--- config.mk ---
export PLATFORM = sky130hd
export DESIGN_NAME = sync_hunter
export DESIGN_NICKNAME = d
export VERILOG_FILES = /design/src/rtl/sync_hunter_pkg.sv /design/src/rtl/sh_window.sv /design/src/rtl/sh_edge.sv /design/src/rtl/sh_framer.sv /design/src/rtl/sync_hunter.sv
export SDC_FILE = /design/constraint.sdc
export NUM_CORES = 1
export LEC_CHECK = 0
export BUFFER_PORTS_ARGS = -buffer_cell sky130_fd_sc_hd__buf_2
export CORE_ASPECT_RATIO = 0.5
export CORE_MARGIN = 4
export CORE_UTILIZATION = 50
export DETAILED_ROUTE_END_ITERATION = 12
export GPL_ROUTABILITY_DRIVEN = 0
export PLACE_DENSITY_LB_ADDON = 0.12
export SYNTH_ARGS = -nofsm -noshare
export SYNTH_HDL_FRONTEND = slang
export SYNTH_SLANG_ARGS = --single-unit
--- constraint.sdc ---
create_clock -name clk -period 4.6 [get_ports clk]
set_input_delay 0 -clock clk [delete_from_list [all_inputs] [get_ports clk]]
set_output_delay 0 -clock clk [all_outputs]
set_load 0.005 [all_outputs]
--- src/rtl/sync_hunter_pkg.sv ---
// Package: shared types of the sync hunter.
// Assumes: used by every module under sync_hunter.
package sync_hunter_pkg;

    // Alignment phase of the receiver
    typedef enum logic [1:0] {
        PH_HUNT   = 2'd0,
        PH_SECOND = 2'd1,
        PH_LOCKED = 2'd2
    } phase_t;

endpackage

--- src/rtl/sh_window.sv ---
// Module: sh_window
// Shifts accepted bits (LSB first) into a window register. It presents the
// window that results from the current bit, right-aligned to the active
// character length, and compares that window with each sync pattern.
// Assumes: len lies in MIN_W..MAX_W.
module sh_window #(
    parameter int MAX_W  = 8,
    parameter int N_PAT  = 2,
    parameter int LEN_W  = $clog2(MAX_W + 1)
) (
    input  logic                    clk,
    input  logic                    rst_n,
    input  logic                    bit_en,
    input  logic                    bit_in,
    input  logic [LEN_W-1:0]        len,
    input  logic [MAX_W-1:0]        pat [N_PAT],
    output logic [MAX_W-1:0]        win_next,
    output logic [N_PAT-1:0]        pat_hit
);
    logic [MAX_W-1:0] win_q;
    logic [MAX_W-1:0] shifted;
    logic [MAX_W-1:0] len_mask;
    logic [LEN_W-1:0] drop;

    // Window after the current bit, newest bit at the top
    always_comb begin
        shifted  = {bit_in, win_q[MAX_W-1:1]};
        drop     = LEN_W'(MAX_W) - len;
        win_next = shifted >> drop;
        len_mask = {MAX_W{1'b1}} >> drop;
    end

    // Window register, moves once per accepted bit
    always_ff @(posedge clk) begin
        if (!rst_n) win_q <= '0;
        else if (bit_en) win_q <= shifted;
    end

    // One comparator per sync pattern
    for (genvar g = 0; g < N_PAT; g++) begin : g_cmp
        assign pat_hit[g] = (win_next == (pat[g] & len_mask));
    end

    AST_WIN_FITS: assert property (@(posedge clk) disable iff (!rst_n)
        (win_next & ~len_mask) == '0);
endmodule

--- src/rtl/sh_edge.sv ---
// Module: sh_edge
// Registers the external sync strobe and flags its 0-to-1 transition.
// Assumes: ext_sync_in is already synchronous to clk.
module sh_edge (
    input  logic clk,
    input  logic rst_n,
    input  logic level_in,
    output logic rise
);
    logic prev_q;

    // Previous level of the strobe
    always_ff @(posedge clk) begin
        if (!rst_n) prev_q <= 1'b0;
        else prev_q <= level_in;
    end

    assign rise = level_in & ~prev_q;

    AST_RISE_SINGLE: assert property (@(posedge clk) disable iff (!rst_n)
        rise |=> !rise);
endmodule

--- src/rtl/sh_framer.sv ---
// Module: sh_framer
// Sequences hunt, second-pattern and locked phases. It owns the sync flag
// and counts bits into characters once locked.
// Assumes: pat_hit and win_next belong to the bit offered this cycle.
module sh_framer
    import sync_hunter_pkg::*;
#(
    parameter int MAX_W = 8,
    parameter int LEN_W = $clog2(MAX_W + 1)
) (
    input  logic              clk,
    input  logic              rst_n,
    input  logic              bit_en,
    input  logic [LEN_W-1:0]  len,
    input  logic              dual_sync,
    input  logic              ext_mode,
    input  logic              ext_rise,
    input  logic              hunt_cmd,
    input  logic              status_rd,
    input  logic [1:0]        pat_hit,
    input  logic [MAX_W-1:0]  win_next,
    output logic              sync_det,
    output logic              char_valid,
    output logic [MAX_W-1:0]  char_data
);
    phase_t           phase_q;
    logic [LEN_W-1:0] cnt_q;
    logic             last_bit;

    assign last_bit = (cnt_q == len - LEN_W'(1));

    // Phase, bit counter, sync flag and character output
    always_ff @(posedge clk) begin
        if (!rst_n) begin
            phase_q    <= PH_HUNT;
            cnt_q      <= '0;
            sync_det   <= 1'b0;
            char_valid <= 1'b0;
            char_data  <= '0;
        end else begin
            char_valid <= 1'b0;
            if (hunt_cmd) begin
                phase_q  <= PH_HUNT;
                cnt_q    <= '0;
                sync_det <= 1'b0;
            end else begin
                if (status_rd) sync_det <= 1'b0;
                unique case (phase_q)
                    PH_HUNT: begin
                        cnt_q <= '0;
                        if (ext_mode) begin
                            if (ext_rise) begin
                                phase_q  <= PH_LOCKED;
                                sync_det <= 1'b1;
                            end
                        end else if (bit_en && pat_hit[0]) begin
                            if (dual_sync) phase_q <= PH_SECOND;
                            else begin
                                phase_q  <= PH_LOCKED;
                                sync_det <= 1'b1;
                            end
                        end
                    end
                    PH_SECOND: begin
                        if (bit_en) begin
                            if (last_bit) begin
                                cnt_q <= '0;
                                if (pat_hit[1]) begin
                                    phase_q  <= PH_LOCKED;
                                    sync_det <= 1'b1;
                                end else begin
                                    phase_q <= PH_HUNT;
                                end
                            end else begin
                                cnt_q <= cnt_q + LEN_W'(1);
                            end
                        end
                    end
                    PH_LOCKED: begin
                        if (bit_en) begin
                            if (last_bit) begin
                                cnt_q      <= '0;
                                char_valid <= 1'b1;
                                char_data  <= win_next;
                            end else begin
                                cnt_q <= cnt_q + LEN_W'(1);
                            end
                        end
                    end
                    default: phase_q <= PH_HUNT;
                endcase
            end
        end
    end

    AST_VALID_PULSE: assert property (@(posedge clk) disable iff (!rst_n)
        char_valid |=> !char_valid);
    AST_VALID_AFTER_BIT: assert property (@(posedge clk) disable iff (!rst_n)
        char_valid |-> $past(bit_en));
    AST_HUNT_QUIET: assert property (@(posedge clk) disable iff (!rst_n)
        hunt_cmd |=> (!sync_det && !char_valid));
    AST_SYNC_CAUSE: assert property (@(posedge clk) disable iff (!rst_n)
        $rose(sync_det) |-> $past(bit_en || ext_rise));
    AST_CNT_IN_CHAR: assert property (@(posedge clk) disable iff (!rst_n)
        cnt_q < len);
endmodule

--- src/rtl/sync_hunter.sv ---
// Module: sync_hunter (top)
// Hunts for one or two sync characters, or takes an external strobe, then
// frames the bit stream into characters of a programmable length.
// Assumes: one bit per rx_bit_en pulse, and at least one idle cycle
// is not required between bits.
module sync_hunter #(
    parameter int MAX_W   = 8,
    parameter int MIN_W   = 5,
    parameter int SEL_W   = $clog2(MAX_W - MIN_W + 1)
) (
    input  logic             clk,
    input  logic             rst_n,
    input  logic             rx_bit_en,
    input  logic             rx_data,
    input  logic [SEL_W-1:0] len_sel,
    input  logic             dual_sync,
    input  logic             ext_mode,
    input  logic [MAX_W-1:0] sync_char1,
    input  logic [MAX_W-1:0] sync_char2,
    input  logic             ext_sync_in,
    input  logic             hunt_cmd,
    input  logic             status_rd,
    output logic             sync_det,
    output logic [MAX_W-1:0] char_data,
    output logic             char_valid
);
    localparam int LEN_W = $clog2(MAX_W + 1);
    localparam int N_PAT = 2;

    logic [LEN_W-1:0] len;
    logic [MAX_W-1:0] pats [N_PAT];
    logic [MAX_W-1:0] win_next;
    logic [N_PAT-1:0] pat_hit;
    logic             ext_rise;

    // Active character length and pattern list
    always_comb begin
        len     = LEN_W'(MIN_W) + LEN_W'(len_sel);
        pats[0] = sync_char1;
        pats[1] = sync_char2;
    end

    sh_window #(.MAX_W(MAX_W), .N_PAT(N_PAT), .LEN_W(LEN_W)) u_window (
        .clk      (clk),
        .rst_n    (rst_n),
        .bit_en   (rx_bit_en),
        .bit_in   (rx_data),
        .len      (len),
        .pat      (pats),
        .win_next (win_next),
        .pat_hit  (pat_hit)
    );

    sh_edge u_edge (
        .clk      (clk),
        .rst_n    (rst_n),
        .level_in (ext_sync_in),
        .rise     (ext_rise)
    );

    sh_framer #(.MAX_W(MAX_W), .LEN_W(LEN_W)) u_framer (
        .clk        (clk),
        .rst_n      (rst_n),
        .bit_en     (rx_bit_en),
        .len        (len),
        .dual_sync  (dual_sync),
        .ext_mode   (ext_mode),
        .ext_rise   (ext_rise),
        .hunt_cmd   (hunt_cmd),
        .status_rd  (status_rd),
        .pat_hit    (pat_hit),
        .win_next   (win_next),
        .sync_det   (sync_det),
        .char_valid (char_valid),
        .char_data  (char_data)
    );

    AST_STATUS_CLEARS: assert property (@(posedge clk) disable iff (!rst_n)
        (status_rd && !rx_bit_en && !ext_sync_in) |=> !sync_det);
endmodule

# == Word-level counts from Yosys, hierarchy flattened ==
# Index checks and enable logic that the tools add are counted.
# word_totals
register_bits,25
output_inout_bits,10
elab_cells,61
# op_classes
n_addsub,4
eq_ne,10
shift,2
mux,21
bitwise,8
n_reduce_logical,9
# ops
cell,count
bitwise AND 8 bit,2
equality test 8 bit,2
2-to-1 mux 2 bit,7
2-to-1 mux 1 bit,9
2-to-1 mux 4 bit,2
case mux 4 bit (2 select lines),1
>> shifter 8 x 4 -> 8 bit,1
>> shifter 8 x 4 -> 8 bit (first input constant),1
case mux 2 bit (3 select lines),1
NOT 1 bit,5
AND reduction 5 bit,1
adder 3 x 2 -> 4 bit (first input constant),1
adder 4 x 1 -> 4 bit (second input constant),1
equality test 4 bit,1
!= test 2 x 1 -> 1 bit (second input constant),2
AND reduction 4 bit,1
OR reduction 2 bit,2
OR reduction 4 bit,1
subtractor 4 x 1 -> 4 bit (second input constant),1
subtractor 4 bit (first input constant),1
!= test 3 x 2 -> 1 bit (second input constant),1
!= test 3 bit (second input constant),1
equality test 2 x 1 -> 1 bit (second input constant),1
equality test 2 bit (second input constant),1
7 further kinds,7

# == Logic depth before layout (Yosys ltp) ==
# depth
depth_word,9
mapped_depth,12

# == Modules after synthesis ==
# A second synthesis with hierarchy kept.
# unflattened
cells_unflattened,246
area_unflattened_um2,2120.8
# by_module_without_submodules
module,instances,cells_each,area_per_inst_um2,seq_area_each_um2
sh_window,1,144,1129.8,140.1
sh_framer,1,95,918.4,320.3
sh_edge,1,3,40.0,20.0
sync_hunter,1,4,32.5,0.0

# == Least setup slack after synthesis ==
# No wires, ideal clock.
# synth_timing
kind,input to register
startpoint,input port len_sel[0]
endpoint,register u_framer.phase_q[0]
setup_ps,123
t_arrival_ps,2415
t_required_ps,4477
slack_ps,2062
path_stages,12
cell_sequence,buf_2 -> inv_1 -> ha_1 -> buf_2 -> buf_2 -> nand3b_1 -> o22ai_1 -> o211ai_2 -> or4_4 -> nor4_4 -> o211ai_2 -> mux2i_1
# synth_between
elab_chain_len,8
elab_cells_between_ends,12
cone_classes,add/sub (3); eq/ne (4); shift (2); bitwise (1); reduce/logical (2)
# synth_lines
item,line_no,rtl
"start, declared",sync_hunter.sv:15,"input logic [SEL_W-1:0] len_sel,"
adder 3 x 2 -> 4 bit (*),sync_hunter.sv:38,len = LEN_W'(MIN_W) + LEN_W'(len_sel);
subtractor 4 bit,sh_window.sv:28,drop = LEN_W'(MAX_W) - len;
>> shifter 8 x 4 -> 8 bit,sh_window.sv:30,len_mask = {MAX_W{1'b1}} >> drop;
bitwise AND 8 bit,sh_window.sv:41,assign pat_hit[g] = (win_next == (pat[g] & len_mask));
equality test 8 bit,sh_window.sv:41,
logical AND 1 bit,sh_framer.sv:56,end else if (bit_en && pat_hit[0]) begin
!= test 3 x 2 -> 1 bit (no line),-,
AND reduction 5 bit (no line) (*),-,
"end signal, assigned",sh_framer.sv:53,phase_q <= PH_LOCKED;
"end signal, assigned",sh_framer.sv:57,if (dual_sync) phase_q <= PH_SECOND;
"end signal, assigned",sh_framer.sv:59,phase_q <= PH_LOCKED;
"end, declared",sh_framer.sv:26,phase_t phase_q;
# Every way passes the cells marked *; elsewhere a longest branch is shown, timed or not.
# A chain may end at the register's enable or synchronous reset.

# == Worst setup path in the final report ==
# layout_timing
startpoint,input port len_sel[0]
endpoint,register u_framer.char_data[2]
# layout_between
elab_chain_len,4
elab_cells_between_ends,6
cone_classes,add/sub (3); eq/ne (1); shift (1); reduce/logical (1)
# layout_lines
item,line_no,rtl
adder 3 x 2 -> 4 bit (*),sync_hunter.sv:38,
subtractor 4 x 1 -> 4 bit,sh_framer.sv:30,assign last_bit = (cnt_q == len - LEN_W'(1));
equality test 4 bit,sh_framer.sv:30,
AND reduction 4 bit (no line),-,
"end signal, assigned",sh_framer.sv:84,char_data <= win_next;
"end, declared",sh_framer.sv:24,output logic [MAX_W-1:0] char_data
# Marked as above.

==> impl_metrics.env <==
export IMPL_core_area_um2=3620
export IMPL_comb_power_share=0.261
export IMPL_cts_tree="yes"
export IMPL_yosysSeqAreaShare=0.242
export IMPL_power_share_clock=0.298
export IMPL_tightest_slew_ns=0.854
export IMPL_slew_violations=0
export IMPL_antenna_left=0
export IMPL_vias_per_cell=5.86
export IMPL_initial_core_util=0.549
export IMPL_p_int_mw=0.340
export IMPL_cts_buffers_inserted=3
export IMPL_die_area_um2=5110
export IMPL_fin_cells=314
export IMPL_cts_max_level=1
export IMPL_io_pins=37
export IMPL_arrival_ns=3.43
export IMPL_drive_gt1_frac=0.236
export IMPL_register_area_um2=480
export IMPL_power_density_nw_per_um2=214
export IMPL_grt_max_degree=27
export IMPL_synth_seq_cells=24
export IMPL_synthDistinctLibCells=50
export IMPL_switching_share=0.296
export IMPL_grt_pass1_wl_um=8250
export IMPL_synth_ff_type="dfxtp_1"
export IMPL_drtIter0Drc=141
export IMPL_worstPathMaxFanout=26
export IMPL_p_leak_nw=0.924
export IMPL_gr_total_overflow=0
export IMPL_rsz0062_at_grt="no"
export IMPL_worst_skew_pair_late_latency_ns=0.27
export IMPL_n_antenna_cell=0
export IMPL_clk_pin_slew_worst_paths_ns=0.09
export IMPL_hold_viol_final=0
export IMPL_drc=0
export IMPL_holdCritPathClass="in2reg"
export IMPL_path_class="in2reg"
export IMPL_period_needed_ns=3.23
export IMPL_row_count=15
export IMPL_grtUsageTotal=0.200
export IMPL_port_buffers=36
export IMPL_synth_edf_count=0
export IMPL_multiInputGateArea_um2=1410
export IMPL_slew_headroom=0.428
export IMPL_p_switching_mw=0.143
export IMPL_post_drt_wl_per_cell_um=15.6
export IMPL_fillers=325
export IMPL_die_width_um=97.2
export IMPL_period_share=0.702
export IMPL_finalSetupViolCount=0
export IMPL_regToRegSetupSlack_ns=2.18
export IMPL_skew_ns=0.0116
export IMPL_syn_num_nets=268
export IMPL_antenna_found_initial=0
export IMPL_clock_path_buffers=2
export IMPL_vdd_drop_max_mv=0.120
export IMPL_fmax_ghz=0.310
export IMPL_area_growth_pct=13.5
export IMPL_detail_route_first_pass_iterations=4
export IMPL_hold_worst_slack_ns=0.0113
export IMPL_fin_tns_setup_ns=0
export IMPL_die_h_um=52.6
export IMPL_postSynth_asyncResetShare=0
export IMPL_clockRootBuffer="clkbuf_8"
export IMPL_ys_warn_count=0
export IMPL_worstSetupEndpointType="register"
export IMPL_routed_wl_um=4890
export IMPL_crit_required_ns=4.80
export IMPL_nets=299
export IMPL_place_detailed_hpwl_um=3760
export IMPL_placed_cells=308
export IMPL_synth_area_per_cell_um2=8.53
export IMPL_synthCells=233
export IMPL_clkSinkCount=24
export IMPL_synth_area_um2=1990
export IMPL_via_count=1841
export IMPL_start_kind="primary input"
export IMPL_seqPwrFrac=0.441
export IMPL_grt_pass1_vias=1702
export IMPL_drv_cap=0
export IMPL_status="finished clean"
export IMPL_post_cts_setup_buffers=0
-- through the flow --
step,cell area [um2],worst slack (ns),total power [mW],utilization
floorplan,1990,2.06,0.309,-
global placement,2180,1.27,0.340,0.602
detailed placement,2180,1.10,0.342,0.602
CTS,2260,1.38,0.486,0.623
global route,2260,1.03,0.511,0.623
finish,2260,1.37,0.484,0.623
-- logic make-up after synthesis --
logic type	after synthesis	share of synthesized area
simple gates	85	0.239
compound gates	52	0.177
mux	26	0.177
buf+inv	25	0.0503
flops	24	0.242
xor+xnor	13	0.0648
fa+ha+maj	8	0.0503
-- flip-flops by register name, summed over array words and instances (netlist names) --
| register | cells |
|---|---|
| u_framer.char_data | 8 |
| u_window.win_q | 7 |
| u_framer.cnt_q | 4 |
| u_framer.phase_q | 2 |
| u_edge.prev_q | 1 |
| u_framer.char_valid | 1 |
| u_framer.sync_det | 1 |
-- critical path, cell delays in order --
cell and delay [ns]:
buf_2 0.41, inv_1 0.17, ha_1 0.89, xor2_1 0.16, or3_1 0.35, a22oi_1 0.34, nand4b_1 0.47, or3_1 0.50
a21oi_1 0.12
-- cells in the final DEF, fill, tap and decap left out, drive strengths merged, types with 2 or more instances in the layout --
| cell type | n |
|---|---|
| a21boi | 2 |
| a21oi | 17 |
| a22oi | 3 |
| a311oi | 2 |
| a32oi | 2 |
| and2 | 2 |
| buf | 36 |
| clkbuf | 4 |
| dfxtp | 24 |
| dlygate4sd3 | 2 |
| ha | 8 |
| inv | 12 |
| mux2 | 3 |
| mux2i | 16 |
| mux4 | 7 |
| nand2 | 14 |
| nand2b | 6 |
| nand3 | 6 |
| nand3b | 12 |
| nand4b | 3 |
| nor2 | 26 |
| nor2b | 2 |
| nor3 | 3 |
| o2111ai | 3 |
| o211ai | 3 |
| o21ai | 9 |
| o22ai | 4 |
| or3 | 3 |
| or4 | 2 |
| xnor2 | 6 |
| xor2 | 7 |
-- layer usage --
| layer | track usage | share of wire |
|---|---|---|
| met3 | 0.0478 | 0.048 |
| met5 | 0 | 0 |
| met4 | 0.0210 | 0.0018 |
| met1 | 0.280 | 0.50 |
| met2 | 0.326 | 0.45 |
-- path summary, 6_finish.rpt --
check,from,end,cells after the start
worst max-delay path,len_sel[0],u_framer.char_data[2]$_SDFFE_PN0P_,9
worst min-delay path,dual_sync,u_framer.phase_q[0]$_SDFFE_PP0P_,3
worst max register to register,u_framer.cnt_q[1]$_SDFFE_PP0P_,u_framer.char_data[2]$_SDFFE_PN0P_,6
worst min register to register,u_framer.char_data[1]$_SDFFE_PN0P_,u_framer.char_data[1]$_SDFFE_PN0P_,2
-- power by group through the flow --
stage	logic (mW)	clock network [mW]	registers, mW
floorplan	0.0931	0	0.216
global placement	0.122	0	0.218
detailed placement	0.123	0	0.218
CTS	0.125	0.147	0.213
global route	0.139	0.159	0.214
finish	0.126	0.144	0.213
-- synth_stat cells, types with 4 or more instances --
cell	number	area (um2)
nand3_1	6	30.0
mux2i_1	16	160
nand3b_1	12	90.1
o22ai_1	4	25.0
xnor2_1	5	43.8
buf_2	5	25.0
nand2b_1	6	37.5
mux4_2	7	158
a21oi_1	16	80.1
nand2_1	14	52.6
nor2_1	26	97.6
inv_1	12	45.0
clkbuf_1	6	22.5
dfxtp_1	24	480
ha_1	8	100
xor2_1	6	52.6
o21ai_0	9	45.0
-- what timing repair did --
action,in CTS,in global routing
hold buffers,2,0
resized for setup,0,0
hold endpoints to repair,1,0
-- area by class of cell --
class,count,area share
repair buffers,38,0.0887
clock buffers,4,0.0244
multi-input cells,184,0.624
well taps,51,0.0283
flip-flops and latches,24,0.213
inverters,13,0.0216
No activity file was read; power rests on OpenSTA's default activity.
